===== src/rtl/mcyc_pkg.sv =====
package mcyc_pkg;
  typedef enum logic [1:0] {
    MS_FETCH = 2'd0,
    MS_DEFER = 2'd1,
    MS_EXEC  = 2'd2,
    MS_IO    = 2'd3
  } mstate_e;
endpackage


===== src/rtl/mcyc_phase.sv =====
// Half-tick phase counter with I/O stretch hold.
module mcyc_phase #(
  parameter int TICKS = 4,
  localparam int NPH = TICKS * 2,
  localparam int PHW = $clog2(NPH)
) (
  input  logic           clk,
  input  logic           rst_n,
  input  logic           run,
  input  logic           in_io,
  input  logic           stretch_n,
  output logic [PHW-1:0] ph,
  output logic           cyc_end
);
  localparam logic [PHW-1:0] RD_HOLD = PHW'(1);
  localparam logic [PHW-1:0] WR_HOLD = PHW'(TICKS + 1);
  localparam logic [PHW-1:0] LAST    = PHW'(NPH - 1);

  logic           hold;
  logic [PHW-1:0] ph_nxt;

  always_comb begin
    hold    = in_io && !stretch_n && (ph == RD_HOLD || ph == WR_HOLD);
    cyc_end = run && (ph == LAST);
    ph_nxt  = ph;
    if (run && !hold) begin
      if (ph == LAST) ph_nxt = '0;
      else            ph_nxt = ph + PHW'(1);
    end
  end

  always_ff @(posedge clk or negedge rst_n) begin
    if (!rst_n) ph <= '0;
    else        ph <= ph_nxt;
  end
endmodule


===== src/rtl/mcyc_fsm.sv =====
// Major state register and next-state selection.
module mcyc_fsm
  import mcyc_pkg::*;
(
  input  logic    clk,
  input  logic    rst_n,
  input  logic    cyc_end,
  input  logic    indirect,
  input  logic    memref,
  input  logic    devio,
  output mstate_e state,
  output mstate_e nxt
);
  always_comb begin
    nxt = MS_FETCH;
    unique case (state)
      MS_FETCH: begin
        if (memref && indirect) nxt = MS_DEFER;
        else if (memref)        nxt = MS_EXEC;
        else if (devio)         nxt = MS_IO;
        else                    nxt = MS_FETCH;
      end
      MS_DEFER: nxt = MS_EXEC;
      MS_EXEC:  nxt = MS_FETCH;
      MS_IO:    nxt = MS_FETCH;
      default:  nxt = MS_FETCH;
    endcase
  end

  always_ff @(posedge clk or negedge rst_n) begin
    if (!rst_n)       state <= MS_FETCH;
    else if (cyc_end) state <= nxt;
  end
endmodule


===== src/rtl/mcyc_strobe.sv =====
// Strobe windows, tick enables, operate pulse and address register controls.
module mcyc_strobe
  import mcyc_pkg::*;
#(
  parameter int TICKS = 4,
  localparam int NPH = TICKS * 2,
  localparam int PHW = $clog2(NPH)
) (
  input  logic             run,
  input  logic [PHW-1:0]   ph,
  input  logic             cyc_end,
  input  mstate_e          state,
  input  mstate_e          nxt,
  input  logic             autoinc,
  input  logic             mem_wr,
  input  logic             memref,
  input  logic             devio,
  input  logic             curpage,
  output logic [TICKS-1:0] tick_en,
  output logic             mem_oe_n,
  output logic             mem_we_n,
  output logic             io_rd,
  output logic             io_wr,
  output logic             opr_en,
  output logic             ma_ld_page,
  output logic             ma_ld_off,
  output logic             ma_clr
);
  localparam logic [PHW-1:0] RD_LAST  = PHW'(TICKS - 2);
  localparam logic [PHW-1:0] WR_FIRST = PHW'(TICKS);
  localparam logic [PHW-1:0] WR_LAST  = PHW'(NPH - 2);
  localparam logic [PHW-1:0] OPR_PH   = PHW'(TICKS);

  logic rd_win, wr_win, mem_acc, wr_ok;

  for (genvar i = 0; i < TICKS; i++) begin : g_tick_en
    assign tick_en[i] = run && (ph == PHW'(2 * i));
  end

  always_comb begin
    rd_win   = run && (ph <= RD_LAST);
    wr_win   = run && (ph >= WR_FIRST) && (ph <= WR_LAST);
    mem_acc  = (state != MS_IO);
    wr_ok    = (state == MS_DEFER && autoinc) || (state == MS_EXEC && mem_wr);
    mem_oe_n = !(rd_win && mem_acc);
    mem_we_n = !(wr_win && mem_acc && wr_ok);
    io_rd    = rd_win && (state == MS_IO);
    io_wr    = wr_win && (state == MS_IO);
    opr_en   = run && (state == MS_FETCH) && (ph == OPR_PH) && !memref && !devio;

    ma_ld_page = 1'b0;
    ma_ld_off  = 1'b0;
    ma_clr     = 1'b0;
    if (cyc_end) begin
      if (nxt == MS_FETCH || (state == MS_DEFER && nxt == MS_EXEC)) begin
        ma_ld_page = 1'b1;
        ma_ld_off  = 1'b1;
      end else if (state == MS_FETCH && (nxt == MS_DEFER || nxt == MS_EXEC)) begin
        ma_ld_off = 1'b1;
        ma_clr    = !curpage;
      end
    end
  end
endmodule


===== src/rtl/mcyc_seq.sv =====
// Top: reset release synchronizer and sequencer sub-blocks.
module mcyc_seq
  import mcyc_pkg::*;
#(
  parameter int TICKS = 4,
  localparam int NPH = TICKS * 2,
  localparam int PHW = $clog2(NPH),
  localparam int TW  = $clog2(TICKS)
) (
  input  logic             clk,
  input  logic             rst_n,
  input  logic             stretch_n,
  input  logic             dec_indirect,
  input  logic             dec_autoinc,
  input  logic             dec_memref,
  input  logic             dec_mem_wr,
  input  logic             dec_devio,
  input  logic             dec_curpage,
  output logic [TW-1:0]    tick,
  output logic             half,
  output logic [1:0]       mstate,
  output logic [TICKS-1:0] tick_en,
  output logic             mem_oe_n,
  output logic             mem_we_n,
  output logic             io_rd,
  output logic             io_wr,
  output logic             opr_en,
  output logic             ma_ld_page,
  output logic             ma_ld_off,
  output logic             ma_clr
);
  logic [1:0]     rst_sync;
  logic           run;
  logic [PHW-1:0] ph;
  logic           cyc_end;
  mstate_e        state, nxt;

  always_ff @(posedge clk or negedge rst_n) begin
    if (!rst_n) rst_sync <= 2'b00;
    else        rst_sync <= {rst_sync[0], 1'b1};
  end
  assign run = rst_sync[1];

  mcyc_phase #(.TICKS(TICKS)) u_phase (
    .clk(clk), .rst_n(rst_n), .run(run), .in_io(state == MS_IO),
    .stretch_n(stretch_n), .ph(ph), .cyc_end(cyc_end)
  );

  mcyc_fsm u_fsm (
    .clk(clk), .rst_n(rst_n), .cyc_end(cyc_end), .indirect(dec_indirect),
    .memref(dec_memref), .devio(dec_devio), .state(state), .nxt(nxt)
  );

  mcyc_strobe #(.TICKS(TICKS)) u_strobe (
    .run(run), .ph(ph), .cyc_end(cyc_end), .state(state), .nxt(nxt),
    .autoinc(dec_autoinc), .mem_wr(dec_mem_wr), .memref(dec_memref),
    .devio(dec_devio), .curpage(dec_curpage), .tick_en(tick_en),
    .mem_oe_n(mem_oe_n), .mem_we_n(mem_we_n), .io_rd(io_rd), .io_wr(io_wr),
    .opr_en(opr_en), .ma_ld_page(ma_ld_page), .ma_ld_off(ma_ld_off),
    .ma_clr(ma_clr)
  );

  assign tick   = ph[PHW-1:1];
  assign half   = ph[0];
  assign mstate = state;
endmodule


===== config.mk =====
export PLATFORM = sky130hd
export DESIGN_NAME = mcyc_seq
export DESIGN_NICKNAME = d
export VERILOG_FILES = /design/src/rtl/mcyc_pkg.sv /design/src/rtl/mcyc_phase.sv /design/src/rtl/mcyc_fsm.sv /design/src/rtl/mcyc_strobe.sv /design/src/rtl/mcyc_seq.sv
export SDC_FILE = /design/constraint.sdc
export NUM_CORES = 1
export LEC_CHECK = 0
export ABC_AREA = 1
export BUFFER_PORTS_ARGS = -buffer_cell sky130_fd_sc_hd__buf_4
export CORE_MARGIN = 4
export CORE_UTILIZATION = 25
export DETAILED_ROUTE_END_ITERATION = 8
export MAX_ROUTING_LAYER = met4
export PLACE_DENSITY_LB_ADDON = 0.15
export SETUP_SLACK_MARGIN = 0.15
export SYNTH_ARGS = -nofsm -noshare
export SYNTH_HDL_FRONTEND = slang
export SYNTH_SLANG_ARGS = --single-unit

===== constraint.sdc =====
create_clock -name clk -period 1.77 [get_ports clk]
set_input_delay 0.177 -clock clk [delete_from_list [all_inputs] [get_ports clk]]
set_output_delay 0.177 -clock clk [all_outputs]
set_load 0.05 [all_outputs]

==> summary.md, run 1 <==
| Metric | Value |
|---|---|
| Fin crit share | `107.1%` |
| Top cells by area, synth | `dfrtp_1, ha_1, nand2_1` |
| Min-Delay Path Class | `in2async` |
| CP Class | `reg2out` |
| Fin. Hold Viols | `0` |
| Vias in the first global route | `557` |
| Skew-Pair Late Insertion Delay | `0.25 ns` |
| Worst Path Arrival | `1.72 ns` |
| Compound-Gate Fraction of Synth Area | `7.865%` |
| Yosys warns | `0` |
| Filler Cells Inserted | `206` |
| GRT Max-Usage Layer | `met2` |
| Final Wtd Congestion | `0.7805` |
| DR vias | `628` |
| Pins Over Slew Limit | `0` |
| RSZ-0062 raised after global routing | `yes` |
| Final Cell Area | `1081 um^2` |
| Antenna cell count | `0` |
| Top Ports | `26` |
| Rows | `16` |
| Syn_area_per_cell | `6.960 um^2` |
| Placed cell area | `870.8 um^2` |
| WP data required | `1.59 ns` |
| CTS H-tree lvls | `1` |
| WL/cell | `10.00 um` |
| TritonCTS clock tree | `yes` |
| Clock network fraction of total power | `7.2%` |
| Post-synth cell types | `18` |
| Largest family of logic cells by synthesized area | `simple AND/OR/NAND/NOR gates` |
| #FFs+latches synth | `7` |
| Drt pass-1 iters | `3` |
| Peak Freq | `527.4 MHz` |
| PnR worst setup slack | `-0.1260 ns` |
| Violated checks | `setup timing` |
| Xor/xnor cell area share of the yosys netlist | `0%` |
| Total power per unit cell area | `1778 nW/um^2` |
| DRC viols | `0` |
| Post-Syn Instances | `80` |
| Root Buffer | `clkbuf_4` |
| GRT met2 Usage | `16.54%` |
| Layout cell share with drive strength beyond 1 | `61.79%` |
| Clock buffer depth | `2` |
| Crit-path max FO | `3` |
| Mux cell area share after synthesis | `0%` |
| Worst clock skew | `0.005772 ns` |
| Initial antenna violation count | `0` |
| Dpl ws | `0.06247 ns` |
| Leading area contributor after synthesis | `dfrtp_1` |
| Switch Pwr | `1.013 mW` |
| Worst vdd ir | `891.7 uV` |
| Met3 usage | `0.8043%` |
| Overflow after GRT | `0` |
| Final ANT Viol Nets | `0` |
| Die Wd | `55.19 um` |
| Flop pwr share | `17.4%` |
| Nets | `139` |
| Startpoint Class | `flop` |
| Combinational share of power | `75.4%` |
| Adder-cell share of the synthesized area | `13.48%` |
| CTS Buf Count | `3` |
| Final setup violating endpoints | `3` |
| Clock transition at path regs | `0.05 ns` |
| Max-cap violations | `0` |
| Pwr Total | `1.922 mW` |
| Port Buffers | `25` |
| Leak | `0.5421 nW` |
| Final wirelength | `1.500 mm` |
| Net Sw Frac | `52.70%` |
| Post-Syn Area | `556.8 um^2` |
| Syn nets | `95` |
| Crit path time final | `1.896 ns` |
| Sequential element share of the synthesized area | `31.46%` |
| First-pass GRT wire length | `2.297 mm` |
| Largest net degree at the start of global routing | `8` |
| Iter 0 DRT Violations | `1` |
| Starting density of the core | `27.27%` |
| Overall routing resource usage | `10.75%` |
| Die ar. | `3046 um^2` |
| DR vias/cell | `4.187` |
| Internal | `0.9091 mW` |
| Post-synthesis simple-gate area fraction | `35.73%` |
| Status | `finished with violations` |
| Most frequent cells in the layout | `buf_4, nand2_1, inv_1` |
| Top cell type's share of synthesized area | `31.46%` |
| P&R area growth vs syn | `94.16%` |
| Post-DP HPWL | `1.152 mm` |
| Commonest non-fill, non-tap cell in the layout | `buf_4` |
| Met1 Use GR | `13.89%` |
| Worst setup EP type | `primary output` |
| Clock sink count | `7` |
| Core Region | `2042 um^2` |
| Die Y | `55.19 um` |
[per-layer routing]
| metal | vias up | wire length (um) |
|---|---|---|
| li1 | 333 | - |
| met1 | 283 | 651 |
| met2 | 12 | 768 |
| met3 | 0 | 80 |
| met4 | 0 | 0 |
| met5 | - | 0 |
[state kept, by name, summed over array words and instances, names as in the netlist]
| signal | cells |
|---|---|
| rst_sync | 2 |
| u_fsm.state | 2 |
| u_phase.ph | 3 |
[power groups by stage]
stage,clock [mW],combinational (mW),sequential [mW]
global placement,0,1.10,0.357
floorplan,0,0.587,0.545
CTS,0.148,1.33,0.327
detailed placement,0,1.10,0.360
global route,0.157,1.57,0.349
finish,0.139,1.45,0.334
[final cells by class]
cell class	count	area (um^2)	area share, %
inverter	16	65.06	6.019
timing repair buffer	39	329.1	30.44
multi-input combinational	57	441.7	40.86
tap	27	33.78	3.125
sequential	7	185.2	17.13
clock buffer	4	26.28	2.431
[what timing repair did]
| action | CTS | global route |
|---|---|---|
| setup buffers | 7 | 3 |
| cloned | 0 | 0 |
| endpoints found under the hold margin | 7 | 0 |
| hold buffers | 1 | 0 |
| pin swaps | 6 | 3 |
| endpoints found under the setup margin | 5 | 4 |
| resized for setup | 11 | 12 |
[path summary, 6_finish.rpt]
| kind | slack, ns | end | startpoint | cells past startpoint |
|---|---|---|---|---|
| max | -0.13 | ma_clr | u_fsm.state[0]$_DFFE_PN0P_ | 8 |
| min | 0.26 | u_fsm.state[1]$_DFFE_PN0P_ | rst_n | 2 |
| max reg2reg | 0.36 | u_fsm.state[1]$_DFFE_PN0P_ | u_phase.ph[1]$_DFFE_PN0P_ | 6 |
| min reg2reg | 0.35 | rst_sync[1]$_DFF_PN0_ | rst_sync[0]$_DFF_PN0_ | 0 |
| max in group asynchronous | 1.37 | u_phase.ph[2]$_DFFE_PN0P_ | rst_n | 2 |
| min in group clk | 0.31 | u_phase.ph[0]$_DFFE_PN0P_ | stretch_n | 5 |
[critical path, cell delays in order (launching register included)]
cell	delay, ns
dfrtp_4	0.49
nor2_4	0.10
nand3_2	0.11
ha_4	0.29
nand2_4	0.06
nor2_4	0.10
nand2_2	0.06
nor2_4	0.09
buf_8	0.15
[cell families (layout without fill, tap and decap cells)]
logic type / after synthesis / count (layout)
compound gates: 7 / 7
fa+ha+maj: 6 / 6
buf+inv: 16 / 59
flops: 7 / 7
other cells: 1 / 1
simple gates: 43 / 43
[Yosys cell counts, drive strengths merged]
cell and count:
conb 1, a21oi 2, inv 15, clkinv 1, a21o 1, o21ai 3, ha 6, nand2 19
nor3 1, o211ai 1, nand3 10, dfrtp 7, nand4 1, nor2 12
[per-stage QoR]
| step | hold slack, ns | utilization, % | std cells | setup TNS, ns |
|---|---|---|---|---|
| 5_1_grt | 0.2634 | 52.94 | 150 | -0.3746 |
| 3_3_place_gp | -0.008591 | 42.65 | 135 | 0 |
| 6_report | 0.2642 | 52.94 | 150 | -0.1756 |
| 2_1_floorplan | -0.1186 | - | 80 | -0.03988 |
| 4_1_cts | 0.2577 | 49.57 | 147 | -0.1266 |
| 3_5_place_dp | -0.007347 | 42.65 | 135 | 0 |
Power figures use the tool's default switching activity.
==> inputs of run 2 (changes only) <==
==> constraint.sdc (replaced) <==
create_clock -name clk -period 1.9 [get_ports clk]
set_input_delay 0.19 -clock clk [delete_from_list [all_inputs] [get_ports clk]]
set_output_delay 0.19 -clock clk [all_outputs]
set_load 0.05 [all_outputs]
==> run 2 against run 1 <==
The run now ends clean; cell count decreased by 3.3%; utilization decreased by 4.2 points; combinational power decreased by 17%; register-to-register slack improved by 0.18 ns; largest cell class unchanged; highest routed layer unchanged.
==> summary.md, run 2 (synthesized netlist as in run 1, its figures left out) <==
| Metric | Value |
|---|---|
| Clock network fraction of total power | `8.1% (+0.9 points)` |
| CTS Buf Count | `3 (unchanged)` |
| Worst Path Arrival | `1.71 ns (about the same)` |
| Combinational share of power | `72.9% (-2.5 points)` |
| Placed Cells | `132 (-2.2%)` |
| DR vias | `620 (-1.3%)` |
| Overflow after GRT | `0 (unchanged)` |
| Top reg by flops | `u_phase.ph` |
| Die Wd | `55.19 um (unchanged)` |
| Fin crit share | `99.91%` |
| CP Class | `reg2out` |
| Antenna cell count | `0 (unchanged)` |
| Most frequent cells in the layout | `buf_4, nand2_1, inv_1` |
| Switch Pwr | `0.9033 mW (-11%)` |
| Worst clock skew | `0.0008914 ns (-0.004881 ns)` |
| Top flop regs | `u_phase.ph (3), rst_sync (2), u_fsm.state (2)` |
| Leak | `0.5208 nW (-3.9%)` |
| Status | `finished, final reports clean` |
| WP data required | `1.71 ns (+0.12 ns)` |
| Overall routing resource usage | `12.90% (+2.2 points)` |
| FF-to-FF setup slack | `0.54 ns (+0.18 ns)` |
| First-pass GRT wire length | `2.739 mm (+19%)` |
| Crit path time final | `1.898 ns` |
| Fin. Hold Viols | `0 (unchanged)` |
| Largest net degree at the start of global routing | `8 (unchanged)` |
| Iter 0 DRT Violations | `4 (+3)` |
| Final ANT Viol Nets | `0 (unchanged)` |
| DRC viols | `0 (unchanged)` |
| Crit-path max FO | `4 (+1)` |
| Rows | `16 (unchanged)` |
| Startpoint Class | `flop` |
| CTS H-tree lvls | `1 (unchanged)` |
| Port Buffers | `25 (unchanged)` |
| Top Ports | `26 (unchanged)` |
| Net Sw Frac | `54.74% (+2.0 points)` |
| Commonest non-fill, non-tap cell in the layout | `buf_4` |
| Max reg flops | `3 (unchanged)` |
| Root Buffer | `clkbuf_4` |
| Worst setup EP type | `primary output` |
| Final wirelength | `1.616 mm (+7.7%)` |
| Pins Over Slew Limit | `0 (unchanged)` |
| P&R area growth vs syn | `78.65%` |
| Min-Delay Path Class | `in2async` |
| PnR worst setup slack | `0.001788 ns (+0.1278 ns)` |
| Starting density of the core | `27.27% (unchanged)` |
| Final Wtd Congestion | `0.7587 (-2.8%)` |
| Die Y | `55.19 um (unchanged)` |
| Layout cell share with drive strength beyond 1 | `54.24% (-7.6 points)` |
| Final hold slack | `0.2891 ns (+0.02488 ns)` |
| Skew-Pair Late Insertion Delay | `0.25 ns (about the same)` |
| Peak Freq | `526.8 MHz` |
| Die ar. | `3046 um^2 (unchanged)` |
| Post-DP HPWL | `1.165 mm (+1.1%)` |
| Max-cap violations | `0 (unchanged)` |
| Nets | `134 (-3.6%)` |
| Drt pass-1 iters | `3 (unchanged)` |
| Final setup violating endpoints | `0 (-3)` |
| Flop pwr share | `19.0% (+1.6 points)` |
| DR vias/cell | `4.276 (+2.1%)` |
| Clock transition at path regs | `0.05 ns (about the same)` |
| WL/cell | `11.14 um (+11%)` |
| Vias in the first global route | `622 (+12%)` |
| RSZ-0062 raised after global routing | `yes` |
| Internal | `0.7470 mW (-18%)` |
| Worst vdd ir | `900.0 uV (+0.93%)` |
| Post-Layout Cell Count | `145 (-3.3%)` |
| TritonCTS clock tree | `yes` |
| Total power per unit cell area | `1659 nW/um^2 (-6.7%)` |
| Dpl ws | `0.07945 ns (+0.01698 ns)` |
| Clock buffer depth | `2 (unchanged)` |
| Initial antenna violation count | `0 (unchanged)` |
| Clock sink count | `7 (unchanged)` |
| Core Region | `2042 um^2 (unchanged)` |
==> run 2: cell count changes in the layout (fill, tap and decap cells not counted), moves of 2 or more <==
cell	previous run	this run
buf_6	5	2
dfrtp_1	1	3
dfrtp_2	5	3
inv_1	10	12
==> run 2: per-layer routing <==
layer  global-route usage [%]  vias to the layer above  wire length [um]
met5                        -                        -                 0
met4                    4.858                        0                 0
met3                   0.8043                        0                79
met2                    22.83                       12               879
met1                    15.26                      284               657
li1                         -                      324                 -
==> run 2: worst paths after layout <==
check                                           start                    endpoint  cells after the start
setup / recovery           u_fsm.state[0]$_DFFE_PN0P_                      ma_clr                      8
hold / removal                                  rst_n       rst_sync[0]$_DFF_PN0_                      2
setup reg to reg            u_phase.ph[0]$_DFFE_PN0P_  u_fsm.state[1]$_DFFE_PN0P_                      6
hold reg to reg                 rst_sync[0]$_DFF_PN0_       rst_sync[1]$_DFF_PN0_                      0
max in group asynchronous                       rst_n  u_fsm.state[0]$_DFFE_PN0P_                      2
min in group clk                            stretch_n   u_phase.ph[0]$_DFFE_PN0P_                      5
==> run 2: power by group through the flow <==
stage,registers [mW],clock network [mW],logic [mW]
floorplan,0.502,0,0.541
global placement,0.340,0,0.950
detailed placement,0.344,0,0.955
CTS,0.311,0.142,1.19
global route,0.328,0.151,1.31
finish,0.313,0.134,1.20
==> run 2: final cells by class <==
class / count / area (um^2)
fillers: 221 / 1047
multi-input cells: 57 / 419.2
repair buffers: 34 / 272.8
flip-flops and latches: 7 / 182.7
inverters: 16 / 60.06
well taps: 27 / 33.78
clock buffers: 4 / 26.28
==> run 2: timing repair <==
action / CTS / global route
hold endpoints to repair: 7 / 0
setup endpoints to repair: 3 / 5
pin swaps: 7 / 1
gates resized for setup: 8 / 5
buffers inserted: 8 / 0
hold buffers: 1 / 0
cloned: 0 / 0
==> run 2: through the flow <==
step | total power [mW] | util, % | TNS (ns) | area (um^2)
after global placement | 1.290 | 41.24 | 0 | 842.1
after floorplan | 1.043 | - | 0 | 620.6
after detailed placement | 1.299 | 41.24 | 0 | 842.1
after CTS | 1.639 | 47.98 | -0.001251 | 979.7
final | 1.650 | 48.71 | 0 | 994.7
after global routing | 1.794 | 48.71 | -0.1154 | 994.7
==> run 2: critical path: stages, from the launching register on <==
cell and delay, ns:
dfrtp_4 0.50, nor2_4 0.10, nand3_2 0.10, ha_4 0.29, nand2_4 0.06, nor2_4 0.10, nand2_2 0.06, nor2_4 0.09
buf_8 0.15
==> inputs of run 3 (changes only) <==
--- a/config.mk
+++ b/config.mk
@@ -6,9 +6,9 @@
 export NUM_CORES = 1
 export LEC_CHECK = 0
 export ABC_AREA = 1
-export BUFFER_PORTS_ARGS = -buffer_cell sky130_fd_sc_hd__buf_4
+export BUFFER_PORTS_ARGS = -buffer_cell sky130_fd_sc_hd__buf_2
 export CORE_MARGIN = 4
-export CORE_UTILIZATION = 25
+export CORE_UTILIZATION = 40
 export DETAILED_ROUTE_END_ITERATION = 8
 export MAX_ROUTING_LAYER = met4
 export PLACE_DENSITY_LB_ADDON = 0.15
==> run 3 against run 2 <==
The run now ends with setup timing left; utilization grew 25 points; maximum frequency fell by 0.16%; first-iteration DRC count is 130% higher; clock-buffer cell count is the same; sequential power is 4% lower; highest routed layer unchanged; wire length shrank 8.0%; cell count shrank 7.6%; non-clock buffer count grew 1; largest power group unchanged.
==> summary.md, run 3 (synthesized netlist as in run 1, its figures left out) <==
| Metric | Value |
|---|---|
| Leak | `0.5086 nW (-2.3%)` |
| Total power per unit cell area | `1703 nW/um^2 (+2.7%)` |
| Worst vdd ir | `1143 uV (+27%)` |
| Iter 0 DRT Violations | `9 (+5)` |
| Final core occ | `73.75% (+25 points)` |
| Overall routing resource usage | `16.72% (+3.8 points)` |
| WP data required | `1.71 ns (about the same)` |
| WL/cell | `11.09 um (-0.50%)` |
| Fin. Hold Viols | `0 (unchanged)` |
| Pins Over Slew Limit | `0 (unchanged)` |
| Worst setup EP type | `primary output` |
| Placed Cells | `122 (-7.6%)` |
| Port Buffers | `25 (unchanged)` |
| CTS H-tree lvls | `1 (unchanged)` |
| Rows | `13 (-3)` |
| TritonCTS clock tree | `yes` |
| Commonest non-fill, non-tap cell in the layout | `buf_2` |
| Max reg flops | `3 (unchanged)` |
| Antenna cell count | `0 (unchanged)` |
| Final hold slack | `0.3111 ns (+0.02204 ns)` |
| Clock buffer depth | `2 (unchanged)` |
| Die Y | `45.31 um (-18%)` |
| PnR worst setup slack | `-0.001269 ns (-0.003057 ns)` |
| Final Wtd Congestion | `0.8422 (+11%)` |
| Initial antenna violation count | `0 (unchanged)` |
| DR vias/cell | `4.604 (+7.7%)` |
| Clock network fraction of total power | `7.8% (-0.3 points)` |
| P&R area growth vs syn | `72.36%` |
| Final setup violating endpoints | `1 (+1)` |
| Routed wl met3 | `112 um (+42%)` |
| Final wirelength | `1.486 mm (-8.0%)` |
| Skew-Pair Late Insertion Delay | `0.24 ns (about the same)` |
| Crit-path max FO | `4 (unchanged)` |
| Post-Layout Cell Count | `134 (-7.6%)` |
| Core Region | `1301 um^2 (-36%)` |
| Violated checks | `setup timing` |
| Layout cell share with drive strength beyond 1 | `55.46% (+1.2 points)` |
| Peak Freq | `526.0 MHz (-0.16%)` |
| M1 WL | `625 um (-4.9%)` |
| Most frequent cells in the layout | `buf_2, nand2_1, inv_1` |
| Top flop regs | `u_phase.ph (3), rst_sync (2), u_fsm.state (2)` |
| Net Sw Frac | `56.18% (+1.4 points)` |
| Top Ports | `26 (unchanged)` |
| Worst Path Arrival | `1.71 ns (about the same)` |
| Die ar. | `2053 um^2 (-33%)` |
| Clock sink count | `7 (unchanged)` |
| R2R cell count | `6 (unchanged)` |
| Nets | `135 (+0.75%)` |
| Top Layer Used | `met3` |
| CTS Buf Count | `3 (unchanged)` |
| DR vias | `617 (-0.48%)` |
| RSZ-0062 raised after global routing | `yes` |
| Die Wd | `45.31 um (-18%)` |
| Largest net degree at the start of global routing | `8 (unchanged)` |
| Top reg by flops | `u_phase.ph` |
| Root Buffer | `clkbuf_4` |
| Dpl ws | `0.05575 ns (-0.02370 ns)` |
| Max-cap violations | `0 (unchanged)` |
| Internal | `0.7163 mW (-4.1%)` |
| Worst clock skew | `0.003108 ns (+0.002216 ns)` |
| Vias in the first global route | `619 (-0.48%)` |
| CP Class | `reg2out` |
| Crit path time final | `1.901 ns (+0.003057 ns)` |
| Met2 Wirelength | `749 um (-15%)` |
| Starting density of the core | `42.79% (+16 points)` |
| Drt pass-1 iters | `4 (+1)` |
| Clock transition at path regs | `0.05 ns (about the same)` |
| Combinational share of power | `73.8% (+0.9 points)` |
| Overflow after GRT | `0 (unchanged)` |
| Fin crit share | `100.1% (+0.16 points)` |
| First-pass GRT wire length | `2.449 mm (-11%)` |
| DRC viols | `0 (unchanged)` |
| Flop pwr share | `18.3% (-0.7 points)` |
| Startpoint Class | `flop` |
| Final ANT Viol Nets | `0 (unchanged)` |
| Min-Delay Path Class | `in2async` |
| Status | `finished with violations` |
| Post-DP HPWL | `1.079 mm (-7.3%)` |
| Switch Pwr | `0.9182 mW (+1.6%)` |
-- run 3: path summary, 6_finish.rpt --
path	start	endpoint	slack, ns
max in group asynchronous	rst_n	u_fsm.state[0]$_DFFE_PN0P_	1.42
worst max register to register	u_phase.ph[1]$_DFFE_PN0P_	u_fsm.state[1]$_DFFE_PN0P_	0.54
worst min-delay path	rst_n	rst_sync[0]$_DFF_PN0_	0.31
worst max-delay path	u_fsm.state[0]$_DFFE_PN0P_	ma_clr	-0.001
min in group clk	stretch_n	u_phase.ph[0]$_DFFE_PN0P_	0.34
worst min register to register	rst_sync[0]$_DFF_PN0_	rst_sync[1]$_DFF_PN0_	0.36
-- run 3: power groups by stage --
stage	registers, mW	clock network, mW	logic, mW
after floorplan	0.502	0	0.541
after global placement	0.304	0	0.941
final	0.299	0.128	1.21
after detailed placement	0.309	0	0.956
after CTS	0.286	0.137	1.13
after global routing	0.315	0.148	1.31
-- run 3: metal layers --
layer  vias to the layer above  GRT usage [%]
met5                         -              -
met4                         0          7.018
met3                         0          3.984
met2                        20          27.40
met1                       269          19.36
li1                        328              -
-- run 3: repair_timing --
item	in CTS	in global routing
gates cloned	0	0
hold endpoints to repair	7	0
resized for setup	13	10
pin swaps	7	0
hold buffers	1	0
setup endpoints to repair	5	6
setup buffers	5	2
-- run 3: stage by stage --
stage                TNS (ns)  instance area (um^2)  power [mW]
floorplan                   0                 620.6       1.043
global placement            0                 779.5       1.245
detailed placement          0                 779.5       1.265
CTS                         0                 903.4       1.552
global route         -0.07344                 959.7       1.769
finish              -0.001269                 959.7       1.634
-- run 3: worst max-delay path, stage by stage (launching register included) --
cell,delay (ns)
dfrtp_4,0.50
nor2_4,0.13
nand3_4,0.09
ha_4,0.28
nand2_4,0.06
nor2_4,0.10
nand2_2,0.06
nor2_4,0.10
buf_8,0.15
-- run 3: area by class of cell --
class	instances	area, um^2
tap	15	18.77
fill	100	341.6
sequential	7	182.7
inverter	16	63.81
clock buffer	4	26.28
timing repair buffer	35	234.0
multi-input combinational	57	434.2
